### src/rtl/vscan_pkg.sv
package vscan_pkg;
    localparam int unsigned GROUP_DOTS = 8;
    localparam int unsigned GROUP_BITS = 3;

    localparam logic [2:0] SLOT_FETCH   = 3'd4;
    localparam logic [2:0] SLOT_CAPTURE = 3'd5;
    localparam logic [2:0] SLOT_LAST    = 3'd7;

    typedef logic [7:0] vbyte_t;

    typedef struct packed {
        logic   pend;
        vbyte_t hold;
        vbyte_t sh;
    } shift_state_t;
endpackage

### src/rtl/vscan_timing.sv
module vscan_timing #(
    parameter int H_VIS  = 400,
    parameter int H_FP   = 20,
    parameter int H_SYNC = 64,
    parameter int H_BP   = 44,
    parameter int V_VIS  = 600,
    parameter int V_FP   = 1,
    parameter int V_SYNC = 4,
    parameter int V_BP   = 23,
    localparam int H_TOT = H_VIS + H_FP + H_SYNC + H_BP,
    localparam int V_TOT = V_VIS + V_FP + V_SYNC + V_BP,
    localparam int HW    = $clog2(H_TOT),
    localparam int VW    = $clog2(V_TOT)
) (
    input  logic          clk,
    input  logic          rst_n,
    output logic [HW-1:0] h_o,
    output logic [VW-1:0] v_o,
    output logic          hsync_o,
    output logic          vsync_o,
    output logic          blank_o
);
    localparam logic [HW-1:0] H_LAST   = HW'(H_TOT - 1);
    localparam logic [VW-1:0] V_LAST   = VW'(V_TOT - 1);
    localparam logic [HW-1:0] HS_START = HW'(H_VIS + H_FP);
    localparam logic [HW-1:0] HS_END   = HW'(H_VIS + H_FP + H_SYNC);
    localparam logic [VW-1:0] VS_START = VW'(V_VIS + V_FP);
    localparam logic [VW-1:0] VS_END   = VW'(V_VIS + V_FP + V_SYNC);

    typedef struct packed {
        logic [HW-1:0] h;
        logic [VW-1:0] v;
    } pos_t;

    pos_t pos_d, pos_q;

    always_comb begin
        pos_d = pos_q;
        if (pos_q.h == H_LAST) begin
            pos_d.h = '0;
            pos_d.v = (pos_q.v == V_LAST) ? '0 : pos_q.v + 1'b1;
        end else begin
            pos_d.h = pos_q.h + 1'b1;
        end
    end

    always_ff @(posedge clk or negedge rst_n) begin
        if (!rst_n) pos_q <= '0;
        else        pos_q <= pos_d;
    end

    assign h_o     = pos_q.h;
    assign v_o     = pos_q.v;
    assign hsync_o = (pos_q.h >= HS_START) && (pos_q.h < HS_END);
    assign vsync_o = (pos_q.v >= VS_START) && (pos_q.v < VS_END);
    assign blank_o = !((pos_q.h < HW'(H_VIS)) && (pos_q.v < VW'(V_VIS)));

    p_hwrap_r1: assert property (@(posedge clk) disable iff (!rst_n)
        (pos_q.h == H_LAST) |=> (pos_q.h == '0));

    p_vhold_r2: assert property (@(posedge clk) disable iff (!rst_n)
        (pos_q.h != H_LAST) |=> $stable(pos_q.v));
endmodule

### src/rtl/vscan_fetch.sv
module vscan_fetch
    import vscan_pkg::*;
#(
    parameter int H_TOT       = 528,
    parameter int V_TOT       = 628,
    parameter int V_VIS       = 600,
    parameter int ROW_BYTES   = 48,
    parameter int FB_BASE     = 'hC000,
    parameter int REPEAT_LOG2 = 1,
    parameter int AW          = 16,
    parameter int HW          = 10,
    parameter int VW          = 10
) (
    input  logic [HW-1:0] h_i,
    input  logic [VW-1:0] v_i,
    output logic          rd_en_o,
    output logic [AW-1:0] rd_addr_o
);
    localparam int LAST_GROUP = H_TOT / int'(GROUP_DOTS) - 1;

    int grp, fcol, fline;

    always_comb begin
        grp = int'(h_i >> GROUP_BITS);
        if (grp == LAST_GROUP) begin
            fcol  = 0;
            fline = (int'(v_i) == V_TOT - 1) ? 0 : int'(v_i) + 1;
        end else begin
            fcol  = grp + 1;
            fline = int'(v_i);
        end
        rd_en_o   = (h_i[GROUP_BITS-1:0] == SLOT_FETCH)
                    && (fcol < ROW_BYTES) && (fline < V_VIS);
        rd_addr_o = AW'(FB_BASE + (fline >>> REPEAT_LOG2) * ROW_BYTES + fcol);
    end
endmodule

### src/rtl/vscan_shift.sv
module vscan_shift
    import vscan_pkg::*;
(
    input  logic       clk,
    input  logic       rst_n,
    input  logic [2:0] slot_i,
    input  logic       fetch_i,
    input  vbyte_t     data_i,
    input  logic       active_i,
    output logic       pixel_o
);
    shift_state_t st_d, st_q;

    always_comb begin
        st_d = st_q;
        if (slot_i == SLOT_FETCH)   st_d.pend = fetch_i;
        if (slot_i == SLOT_CAPTURE) st_d.hold = st_q.pend ? data_i : '0;
        if (slot_i == SLOT_LAST)    st_d.sh   = st_q.hold;
        else                        st_d.sh   = {st_q.sh[6:0], 1'b0};
    end

    always_ff @(posedge clk or negedge rst_n) begin
        if (!rst_n) st_q <= '0;
        else        st_q <= st_d;
    end

    assign pixel_o = st_q.sh[7] & active_i;

    p_zero_fill_r6: assert property (@(posedge clk) disable iff (!rst_n)
        (slot_i != SLOT_LAST) |=> (st_q.sh[0] == 1'b0));
endmodule

### src/rtl/vscan_clkdiv.sv
module vscan_clkdiv
    import vscan_pkg::*;
(
    input  logic       clk,
    input  logic       rst_n,
    input  logic [2:0] slot_i,
    input  logic       halt_i,
    output logic       cpu_clk_o
);
    logic run_d, run_q;

    always_comb begin
        run_d = run_q;
        if (slot_i == SLOT_LAST) run_d = !halt_i;
    end

    always_ff @(posedge clk or negedge rst_n) begin
        if (!rst_n) run_q <= 1'b0;
        else        run_q <= run_d;
    end

    assign cpu_clk_o = run_q & ~slot_i[2];

    p_high_full_r9: assert property (@(posedge clk) disable iff (!rst_n)
        $rose(cpu_clk_o) |=> cpu_clk_o);
endmodule

### src/rtl/mono_video_scan.sv
module mono_video_scan
    import vscan_pkg::*;
#(
    parameter int H_VIS       = 400,
    parameter int H_FP        = 20,
    parameter int H_SYNC      = 64,
    parameter int H_BP        = 44,
    parameter int V_VIS       = 600,
    parameter int V_FP        = 1,
    parameter int V_SYNC      = 4,
    parameter int V_BP        = 23,
    parameter int ROW_BYTES   = 48,
    parameter int FB_BASE     = 'hC000,
    parameter int REPEAT_LOG2 = 1,
    parameter int AW          = 16
) (
    input  logic          clk,
    input  logic          rst_n,
    input  logic          halt,
    input  logic [7:0]    rd_data,
    output logic          rd_en,
    output logic [AW-1:0] rd_addr,
    output logic          hsync,
    output logic          vsync,
    output logic          blank,
    output logic          pixel,
    output logic          cpu_clk
);
    localparam int H_TOT    = H_VIS + H_FP + H_SYNC + H_BP;
    localparam int V_TOT    = V_VIS + V_FP + V_SYNC + V_BP;
    localparam int HW       = $clog2(H_TOT);
    localparam int VW       = $clog2(V_TOT);
    localparam int FB_BYTES = (V_VIS >>> REPEAT_LOG2) * ROW_BYTES;

    logic [HW-1:0] h;
    logic [VW-1:0] v;
    logic [2:0]    slot;

    vscan_timing #(
        .H_VIS(H_VIS), .H_FP(H_FP), .H_SYNC(H_SYNC), .H_BP(H_BP),
        .V_VIS(V_VIS), .V_FP(V_FP), .V_SYNC(V_SYNC), .V_BP(V_BP)
    ) u_timing (
        .clk(clk), .rst_n(rst_n), .h_o(h), .v_o(v),
        .hsync_o(hsync), .vsync_o(vsync), .blank_o(blank)
    );

    assign slot = h[GROUP_BITS-1:0];

    vscan_fetch #(
        .H_TOT(H_TOT), .V_TOT(V_TOT), .V_VIS(V_VIS), .ROW_BYTES(ROW_BYTES),
        .FB_BASE(FB_BASE), .REPEAT_LOG2(REPEAT_LOG2), .AW(AW), .HW(HW), .VW(VW)
    ) u_fetch (
        .h_i(h), .v_i(v), .rd_en_o(rd_en), .rd_addr_o(rd_addr)
    );

    vscan_shift u_shift (
        .clk(clk), .rst_n(rst_n), .slot_i(slot), .fetch_i(rd_en),
        .data_i(rd_data), .active_i(!blank), .pixel_o(pixel)
    );

    vscan_clkdiv u_clkdiv (
        .clk(clk), .rst_n(rst_n), .slot_i(slot), .halt_i(halt),
        .cpu_clk_o(cpu_clk)
    );

    p_fetch_low_phase_r8: assert property (@(posedge clk) disable iff (!rst_n)
        rd_en |-> !cpu_clk);

    p_strobe_single_r4: assert property (@(posedge clk) disable iff (!rst_n)
        rd_en |=> !rd_en);

    p_addr_window_r5: assert property (@(posedge clk) disable iff (!rst_n)
        rd_en |-> ((rd_addr >= AW'(FB_BASE)) && (rd_addr < AW'(FB_BASE + FB_BYTES))));

    p_vsync_blank_r3: assert property (@(posedge clk) disable iff (!rst_n)
        vsync |-> blank);
endmodule

### config.mk
export PLATFORM = sky130hd
export DESIGN_NAME = mono_video_scan
export DESIGN_NICKNAME = d
export VERILOG_FILES = /design/src/rtl/vscan_pkg.sv /design/src/rtl/vscan_timing.sv /design/src/rtl/vscan_fetch.sv /design/src/rtl/vscan_shift.sv /design/src/rtl/vscan_clkdiv.sv /design/src/rtl/mono_video_scan.sv
export SDC_FILE = /design/constraint.sdc
export NUM_CORES = 1
export LEC_CHECK = 0
export BUFFER_PORTS_ARGS = -buffer_cell sky130_fd_sc_hd__buf_2
export CAP_MARGIN = 20
export CORE_MARGIN = 1
export CORE_UTILIZATION = 29
export CTS_CLUSTER_DIAMETER = 40
export DETAILED_ROUTE_END_ITERATION = 8
export PLACE_DENSITY_LB_ADDON = 0.08
export SLEW_MARGIN = 20
export SYNTH_ARGS = -nofsm -noshare
export SYNTH_HDL_FRONTEND = slang
export SYNTH_HIERARCHICAL = 1
export SYNTH_SLANG_ARGS = --single-unit
### constraint.sdc
create_clock -name clk -period 5.65 [get_ports clk]
set_input_delay 0.8475 -clock clk [delete_from_list [all_inputs] [get_ports clk]]
set_output_delay 0.8475 -clock clk [all_outputs]
set_load 0.01 [all_outputs]
## After elaboration in Yosys (flattened, before gate mapping)

Index checks and enable logic that the tools add are counted.

| word-level totals | value |
|---|---|
| register bits | 38 |
| bits in latches | 0 |
| memory bits (writable) | 0 |
| memory bits (read-only) | 0 |
| bits of input ports | 11 |
| word-level logic and storage cells | 45 |
| memories kept | 0 |

| cells by class | value |
|---|---|
| add/subtract/negate cells | 6 |
| $mul | 1 |
| div/mod/pow operators | 0 |
| magnitude comparators | 8 |
| equality and inequality tests | 7 |
| shift operators | 0 |
| mux-type cells | 7 |
| bitwise logic cells | 3 |
| reductions and logical operators | 7 |

Operator list:

| kind | count |
|---|---|
| $mux 32 | 2 |
| $lt 32x11->1 const B | 1 |
| $lt 32x7->1 const B | 1 |
| $mul 31x3->12 const B | 1 |
| $eq 10x10->1 const B | 3 |
| $mux 8 | 3 |
| $add 10x1->10 const B | 2 |
| $lt 10x10->1 const B | 2 |
| $lt 10x9->1 const B | 2 |
| $mux 10 | 2 |
| $add 15x16->16 const A | 1 |
| $add 16x16->16 | 1 |
| $add 10x1->11 const B | 1 |
| $ge 10x10->1 const B | 1 |
| $ge 10x9->1 const B | 1 |
| $eq 3x3->1 const B | 3 |
| $add 7x1->8 const B | 1 |
| $eq 7x7->1 const B | 1 |
| $logic_and 1x1->1 | 5 |
| $and 1x1->1 | 2 |
| $logic_not 1->1 | 2 |
| $not 1->1 | 1 |

## Longest topological paths before layout

Gate-level depths: netlist of run 1.

| depth | value |
|---|---|
| depth in word-level cells | 6 |
| gate-level depth with buffers | 18 |
| gate-level depth less buffers | 18 |

## By module

Netlist of run 1, hierarchy kept.

By module, submodules not included:

| module | instances | cells each | area each (sq um) | seq. area each (sq um) |
|---|---|---|---|---|
| vscan_fetch | 1 | 164 | 1248.7 | 0.0 |
| vscan_timing | 1 | 116 | 1098.6 | 500.5 |
| vscan_shift | 1 | 56 | 706.9 | 425.4 |
| vscan_clkdiv | 1 | 5 | 47.5 | 25.0 |
| mono_video_scan | 1 | 1 | 3.8 | 0.0 |

## Worst setup path after synthesis of run 1

OpenSTA, ideal clock, no wires.

| timing path | value |
|---|---|
| path type | reg-to-output |
| start point | register u_timing.pos_q (netlist bit u_timing/h_o[3]) |
| end point | output rd_addr[15] |
| arrival | 4290 ps |
| setup slack | 512 ps |
| stages on the path, launching flop included | 17 |
| path through | dfrtp_1 -> ha_1 -> or4b_4 -> or2_1 -> nor2_1 -> nor2_1 -> ha_1 -> fa_1 -> xor2_1 -> ha_1 -> o21ai_0 -> nor2_1 -> o221a_2 -> nand3_2 -> or3b_4 -> o311ai_1 -> nor3b_2 |

| on the way | value |
|---|---|
| word-level cells in the longest chain between the ends | 5 |
| elaborated cells on any way between the ends | 7 |
| those cells by class | 3 x add/sub; 1 x mul; 1 x eq/ne; 2 x mux |

Ends and longest elaborated chain:

| item | line | source |
|---|---|---|
| start: declaration | vscan_timing.sv:35 | `pos_t pos_d, pos_q;` |
| start signal: assignment | vscan_timing.sv:49 | `else pos_q <= pos_d;` |
| $eq 7x7->1 | vscan_fetch.sv:25 | `if (grp == LAST_GROUP) begin` |
| $mux 32 | vscan_fetch.sv:25 |  |
| $mul 31x3->12 | vscan_fetch.sv:34 | `rd_addr_o = AW'(FB_BASE + (fline >>> REPEAT_LOG2) * ROW_BYTES + fcol);` |
| $add 15x16->16 | vscan_fetch.sv:34 |  |
| $add 16x16->16 * | vscan_fetch.sv:34 |  |
| end: declaration | mono_video_scan.sv:22 | `output logic [AW-1:0] rd_addr,` |

Every way passes the cells marked *; elsewhere a longest branch is shown, timed or not.

## Final worst setup path of run 1

| timing path | value |
|---|---|
| start point | register u_timing.pos_q (netlist bit u_timing/h_o[4]) |
| end point | output rd_addr[15] |

The elaborated chain is that of the path after synthesis.

==> impl_metrics.yaml, run 1 <==
global_route:
  grt_pass1_vias: 2532
  grt_pass1_wl_mm: 12.1
  antenna_found_initial: 0
  grt_usage_pct: 13.4
  overflow: 0
  grt_max_degree: 39
die:
  rows: 37
  start_util_pct: 29.9
  dieArea_um2: 11100
  dieWidth_um: 105
  io_pins: 33
  die_h_um: 105
  core_um2: 10400
timing:
  rsz0062_at_grt: "false"
  setup_tns_ps: 0
  min_period_over_period_pct: 95.3
  max_freq_mhz: 186
  setup_violations: 0
  slew_violations: 0
  period_needed_ps: 5390
  tightest_slew_ps: 899
  finalHoldViolCount: 0
  relSlewSlack_pct: 40.1
  fin_skew_ps: 6.87
detailed_routing:
  wl_mm: 6.99
  drtIter0Drc: 135
  dr.pass1.iters: 4
  drc_errors: 0
  wl_per_cell_um: 13.4
  viasPerCell: 4.80
  vias: 2511
  ant_nets: 0
logic_synthesis:
  synth_seq_area_share_pct: 30.6
  ys.flop_type: "dfrtp_1"
  synth_area_per_cell_um2: 9.08
  yosys-top-cells-area: "dfrtp_1 31%, ha_1 10%, xor2_1 6.5%"
  synthesis.nets: 381
  syn_area_um2: 3110
  synth_edf_count: 0
  synth_common_cells: "38 x dfrtp_1, 31 x nand2_1, 30 x nor2_1"
  synth.most_common_cell: "dfrtp_1"
  yosysWarnings: 6
  syn_inst: 342
  ys_types: 65
  synth_largest_area_cell: "dfrtp_1"
  synth-seq-cells: 38
  async_flop_share_pct: 100
  synth_top_cell_area_share_pct: 30.6
final_layout:
  area_growth_pct: 17.6
  fin_nets: 425
  fill_cells: 1087
  final_layout_size_suffix_gt1_share_pct: 25.3
  antennaDiodeCount: 0
setup_path:
  path_buf_inv: 2
  crit_fanout: 4
  arrival_ps: 4540
  r2r_slack_ps: 2290
  worstSetupStartpointType: "flip-flop"
  critPathKind: "reg2out"
  crit_path_end_kind: "primary output"
  startpoint: "u_timing/h_o[4]"
  cp_data_required_time_ps: 4800
  slowest_stage: "or4b_4"
  reg2reg_from: "u_timing/h_o[4]"
  max_stage_delay_ps: 500
  critical-path-top-delay-family: "simple AND/OR/NAND/NOR gates"
  cp_cell_sequence: "inv_1 -> ha_1 -> or4b_4 -> or2_4 -> nor2_1 -> xor2_2 -> fa_2 -> ha_1 -> o21ai_0 -> nor2_1 -> o221a_2 -> nand3_2 -> or3b_4 -> o311ai_1 -> nor3b_2 -> buf_2"
place:
  hpwlAfterDp_mm: 5.38
  port_buffers: 32
  gp_routability_congestion: 0.720
worst_hold_path:
  hold_class: "reg2reg"
  worstHoldStart: "u_shift/st_q[4]"
power_and_ir_drop:
  power.density_nw_per_um2: 159
  peakVddDrop_uv: 123
  comb_power_share_pct: 2.9
  power.switching_w: 0.000110
  p_int_w: 0.000473
  pwr-share-clk_pct: 49.2
  pwr-share-seq_pct: 48.0
  swShare_pct: 18.8
  power_w: 0.000582
  leakagePower_nw: 1.75
clocking:
  clock_sinks: 38
  root_buffer: "clkbuf_8"
  clk_latency_ps: 290
  clockBufferDepth: 2
  cts_made_buffers: 5
  hold_buffers: 0
  htree_levels: 2
  path_clk_slew_ps: 80
  cts_tree: "built"
run:
  max_cap_violations: 0
status:
  status: "complete, no violations"
cell type report:
class / count / area (um^2) / share of cell area, %
sequential: 38 / 955 / 26.1
clock buffer: 6 / 82.6 / 2.26
timing repair buffer: 43 / 243 / 6.65
tap: 136 / 170 / 4.66
clock inverter: 2 / 60.1 / 1.64
multi-input combinational: 269 / 2030 / 55.7
inverter: 29 / 109 / 2.98
path summary, 6_finish.rpt:
path | end | depth (start not counted)
setup / recovery | rd_addr[15] | 16
hold / removal | u_shift/st_q[5] | 1
setup reg to reg | u_shift/st_q[16] | 13
hold reg to reg | u_shift/st_q[5] | 1
max in group asynchronous | u_timing/h_o[8] | 1
min in group asynchronous | u_timing/h_o[7] | 1
state kept, by name, indices dropped and copies added (netlist names):
name            count
u_shift/st_q       17
u_timing/h_o       10
u_timing/v_o       10
u_clkdiv/run_q      1
per-layer routing:
metal,GRT usage [%],vias to the layer above,share of wire (%)
li1,-,1280,-
met1,17.1,1196,48
met2,23.4,31,49
met3,1.92,4,2.1
met4,3.72,0,1.1
met5,0,-,0
power groups by stage:
stage	clock network (W)	registers (W)	logic [W]
6_report	0.000286	0.000279	0.0000167
5_1_grt	0.000307	0.000280	0.0000201
4_1_cts	0.000298	0.000279	0.0000176
3_5_place_dp	0	0.000285	0.0000176
3_3_place_gp	0	0.000285	0.0000171
2_1_floorplan	0	0.000284	0.00000686
placed cells by master (no fill, tap or decap), types with 11 or more instances in the layout:
| master | netlist | layout |
|---|---|---|
| o21ai_0 | 13 | 13 |
| nor2_1 | 30 | 26 |
| dfrtp_1 | 38 | 35 |
| nand3_1 | 16 | 16 |
| ha_1 | 26 | 25 |
| xor2_1 | 23 | 22 |
| buf_2 | 0 | 32 |
| nand2_1 | 31 | 31 |
| inv_1 | 29 | 29 |
| xnor2_1 | 11 | 11 |
| buf_4 | 0 | 11 |
worst register-to-register path: cells and delay by family (launching register included):
family / cells / cell delay, ps
DFF: 1 / 380
muxes: 1 / 160
and+or+nand+nor: 5 / 1610
xor gates and xnor gates: 1 / 170
buffers and inverters: 1 / 50
AOI/OAI and AO/OA: 3 / 520
adders and majority gates: 2 / 410
per-stage QoR:
step / util [%] / hold slack [ps] / std cells / area, um^2 / worst slack, ps
3_5_place_dp: 33.2 / 469 / 510 / 3440 / 351
3_3_place_gp: 33.2 / 457 / 510 / 3440 / 486
5_1_grt: 35.2 / 501 / 523 / 3650 / 23.7
2_1_floorplan: - / 454 / 342 / 3110 / 512
6_report: 35.2 / 482 / 523 / 3650 / 264
4_1_cts: 34.6 / 489 / 518 / 3590 / 35.0
what timing repair did:
action,in CTS,in global routing
endpoints found under the setup margin,1,1
pin swaps,0,2
gates resized for setup,1,10
buffers inserted,0,5
endpoints found under the hold margin,0,0
logic make-up (layout without fill, tap and decap cells):
logic type / after synthesis / in the layout / synth area share [%]
mux: 19 / 19 / 6.49
xor+xnor: 36 / 36 / 10.6
simple gates: 132 / 132 / 23.4
flops: 38 / 38 / 30.6
fa+ha+maj: 28 / 28 / 11.8
compound gates: 54 / 54 / 12.4
buf+inv: 35 / 80 / 4.71
Power figures use the tool's default switching activity.
==> run 2, diff against run 1 <==
==> constraint.sdc (replaced) <==
create_clock -name clk -period 5.65 [get_ports clk]
set_input_delay 0.8475 -clock clk [delete_from_list [all_inputs] [get_ports clk]]
set_output_delay 0.8475 -clock clk [all_outputs]
set_load 0.02 [all_outputs]
==> run 2 against run 1 <==
  * Fmax up 0.75%
  * Sequential cell count unchanged
  * Clock power decreased by 18%
  * Clock skew about the same
  * Critical path depth is the same
  * Worst setup slack better by 40 ps
  * Sequential power is essentially flat
  * Final cell count shrank 0.38%
  * Core utilization shrank 0.39 points
  * Count of clock-buffer cells in the layout fell by 1
  * Non-clock buffer count down 2
  * Routed wire length shrank 0.16%
  * Largest cell class unchanged
  * Largest power group is now sequential cells
  * Highest routed layer unchanged
==> impl_metrics.yaml, run 2 (synthesis gave the netlist of run 1 again) <==
status:
  status: "complete, no violations"
die:
  io_pins: 33
  die_h_um: 105
  dieWidth_um: 105
  rows: 37
  dieArea_um2: 11100
  core_um2: 10400
  start_util_pct: 29.9
timing:
  worst_hold_slack_ps: 481
  rsz0062_at_grt: "false"
  setup_tns_ps: 0
  tightest_slew_ps: 886
  setup_violations: 0
  finalHoldViolCount: 0
  period_needed_ps: 5350
  relSlewSlack_pct: 40.9
  fin_skew_ps: 6.44
  slew_violations: 0
  min_period_over_period_pct: 94.6
  max_freq_mhz: 187
place:
  port_buffers: 32
  dp.cells: 510
  gp_routability_congestion: 0.719
  hpwlAfterDp_mm: 5.37
setup_path:
  crit_fanout: 4
  cp_data_required_time_ps: 4800
  worstSetupStartpointType: "flip-flop"
  arrival_ps: 4500
  crit_path_end_kind: "primary output"
  critPathKind: "reg2out"
detailed_routing:
  drc_errors: 0
  viasPerCell: 4.79
  wl_mm: 6.98
  wl_per_cell_um: 13.4
  drtIter0Drc: 110
  ant_nets: 0
  dr.pass1.iters: 4
  vias: 2498
run:
  max_cap_violations: 0
clocking:
  cts_tree: "built"
  clockBufferDepth: 2
  root_buffer: "clkbuf_8"
  clock_sinks: 38
  clk_latency_ps: 290
  path_clk_slew_ps: 80
  htree_levels: 2
  cts_made_buffers: 5
power_and_ir_drop:
  power.density_nw_per_um2: 147
  peakVddDrop_uv: 112
  leakagePower_nw: 1.73
global_route:
  grt_max_degree: 39
  grt_usage_pct: 13.3
  overflow: 0
  antenna_found_initial: 0
  grt_pass1_vias: 2436
  grt_pass1_wl_mm: 11.8
worst_hold_path:
  hold_class: "reg2reg"
final_layout:
  area_growth_pct: 16.3
  final_cell_mix: "35 x dfrtp_1, 31 x buf_2, 31 x nand2_1"
  final_layout_size_suffix_gt1_share_pct: 24.9
  layout_commonest_cell: "dfrtp_1"
  largest_register_ff_count: 17
  max_flop_register: "u_shift/st_q"
  antennaDiodeCount: 0
  fin_cells: 521
  fin_nets: 423
[run 2: cell count changes in the layout (fill, tap and decap cells not counted), sizes merged]
cell      before  now
clkbuf         6    5
clkinvlp       0    2
buf           43   41
bufinv         2    1
[run 2: repair_timing]
| action | 4_1_cts | 5_1_grt |
|---|---|---|
| hold buffers | 0 | 0 |
| endpoints found under the setup margin | 0 | 1 |
| buffers inserted | 0 | 3 |
| gates resized for setup | 0 | 12 |
[run 2: cell type report]
cell class | instances | area [um^2]
clock buffers | 5 | 68.8
clock inverters | 3 | 45.0
fillers | 1140 | 6760
inverters | 29 | 109
multi-input cells | 269 | 2030
flip-flops and latches | 38 | 955
well taps | 136 | 170
repair buffers | 41 | 230
[run 2: metal layers]
metal  share of wire, %  global-route usage (%)
met5                  0                       0
met1                 48                    17.2
met2                 49                    22.9
met4               0.54                    3.72
met3                1.9                    2.10
[run 2: final timing paths]
check / start / endpoint / slack (ps) / cells past startpoint
worst min-delay path: u_shift/st_q[2] / u_shift/st_q[3] / 480 / 1
worst max-delay path: u_timing/h_o[4] / rd_addr[15] / 300 / 16
min in group asynchronous: rst_n / u_timing/h_o[7] / 670 / 1
worst min register to register: u_shift/st_q[2] / u_shift/st_q[3] / 480 / 1
max in group asynchronous: rst_n / u_timing/h_o[5] / 4380 / 1
worst max register to register: u_timing/h_o[4] / u_shift/st_q[16] / 2400 / 13
[run 2: critical path, cell delays in order, from the launching register on]
cell	delay, ps
dfrtp_1	380
inv_1	60
ha_1	120
or4b_4	500
or2_4	280
nor2_1	180
xor2_2	260
fa_2	480
ha_1	350
o21ai_0	90
nor2_1	140
o221a_2	240
nand3_2	90
or3b_4	410
o311ai_1	280
nor3b_2	200
buf_4	160
[run 2: stage by stage]
step | total power (W) | worst slack (ps) | cell area [um^2] | utilization, %
after floorplan | 0.000292 | 400 | 3110 | -
after global placement | 0.000303 | 449 | 3440 | 33.2
after detailed placement | 0.000303 | 356 | 3440 | 33.2
after CTS | 0.000544 | 2.54 | 3560 | 34.3
after global routing | 0.000556 | 3.30 | 3610 | 34.8
final | 0.000531 | 304 | 3610 | 34.8
[run 2: power breakdown]
part	total (W)	leakage [nW]	internal [W]	switching (W)
combinational	0.0000172	1.21	0.00000696	0.0000102
sequential	0.000279	0.471	0.000277	0.00000193
clock	0.000235	0.0504	0.000131	0.000103
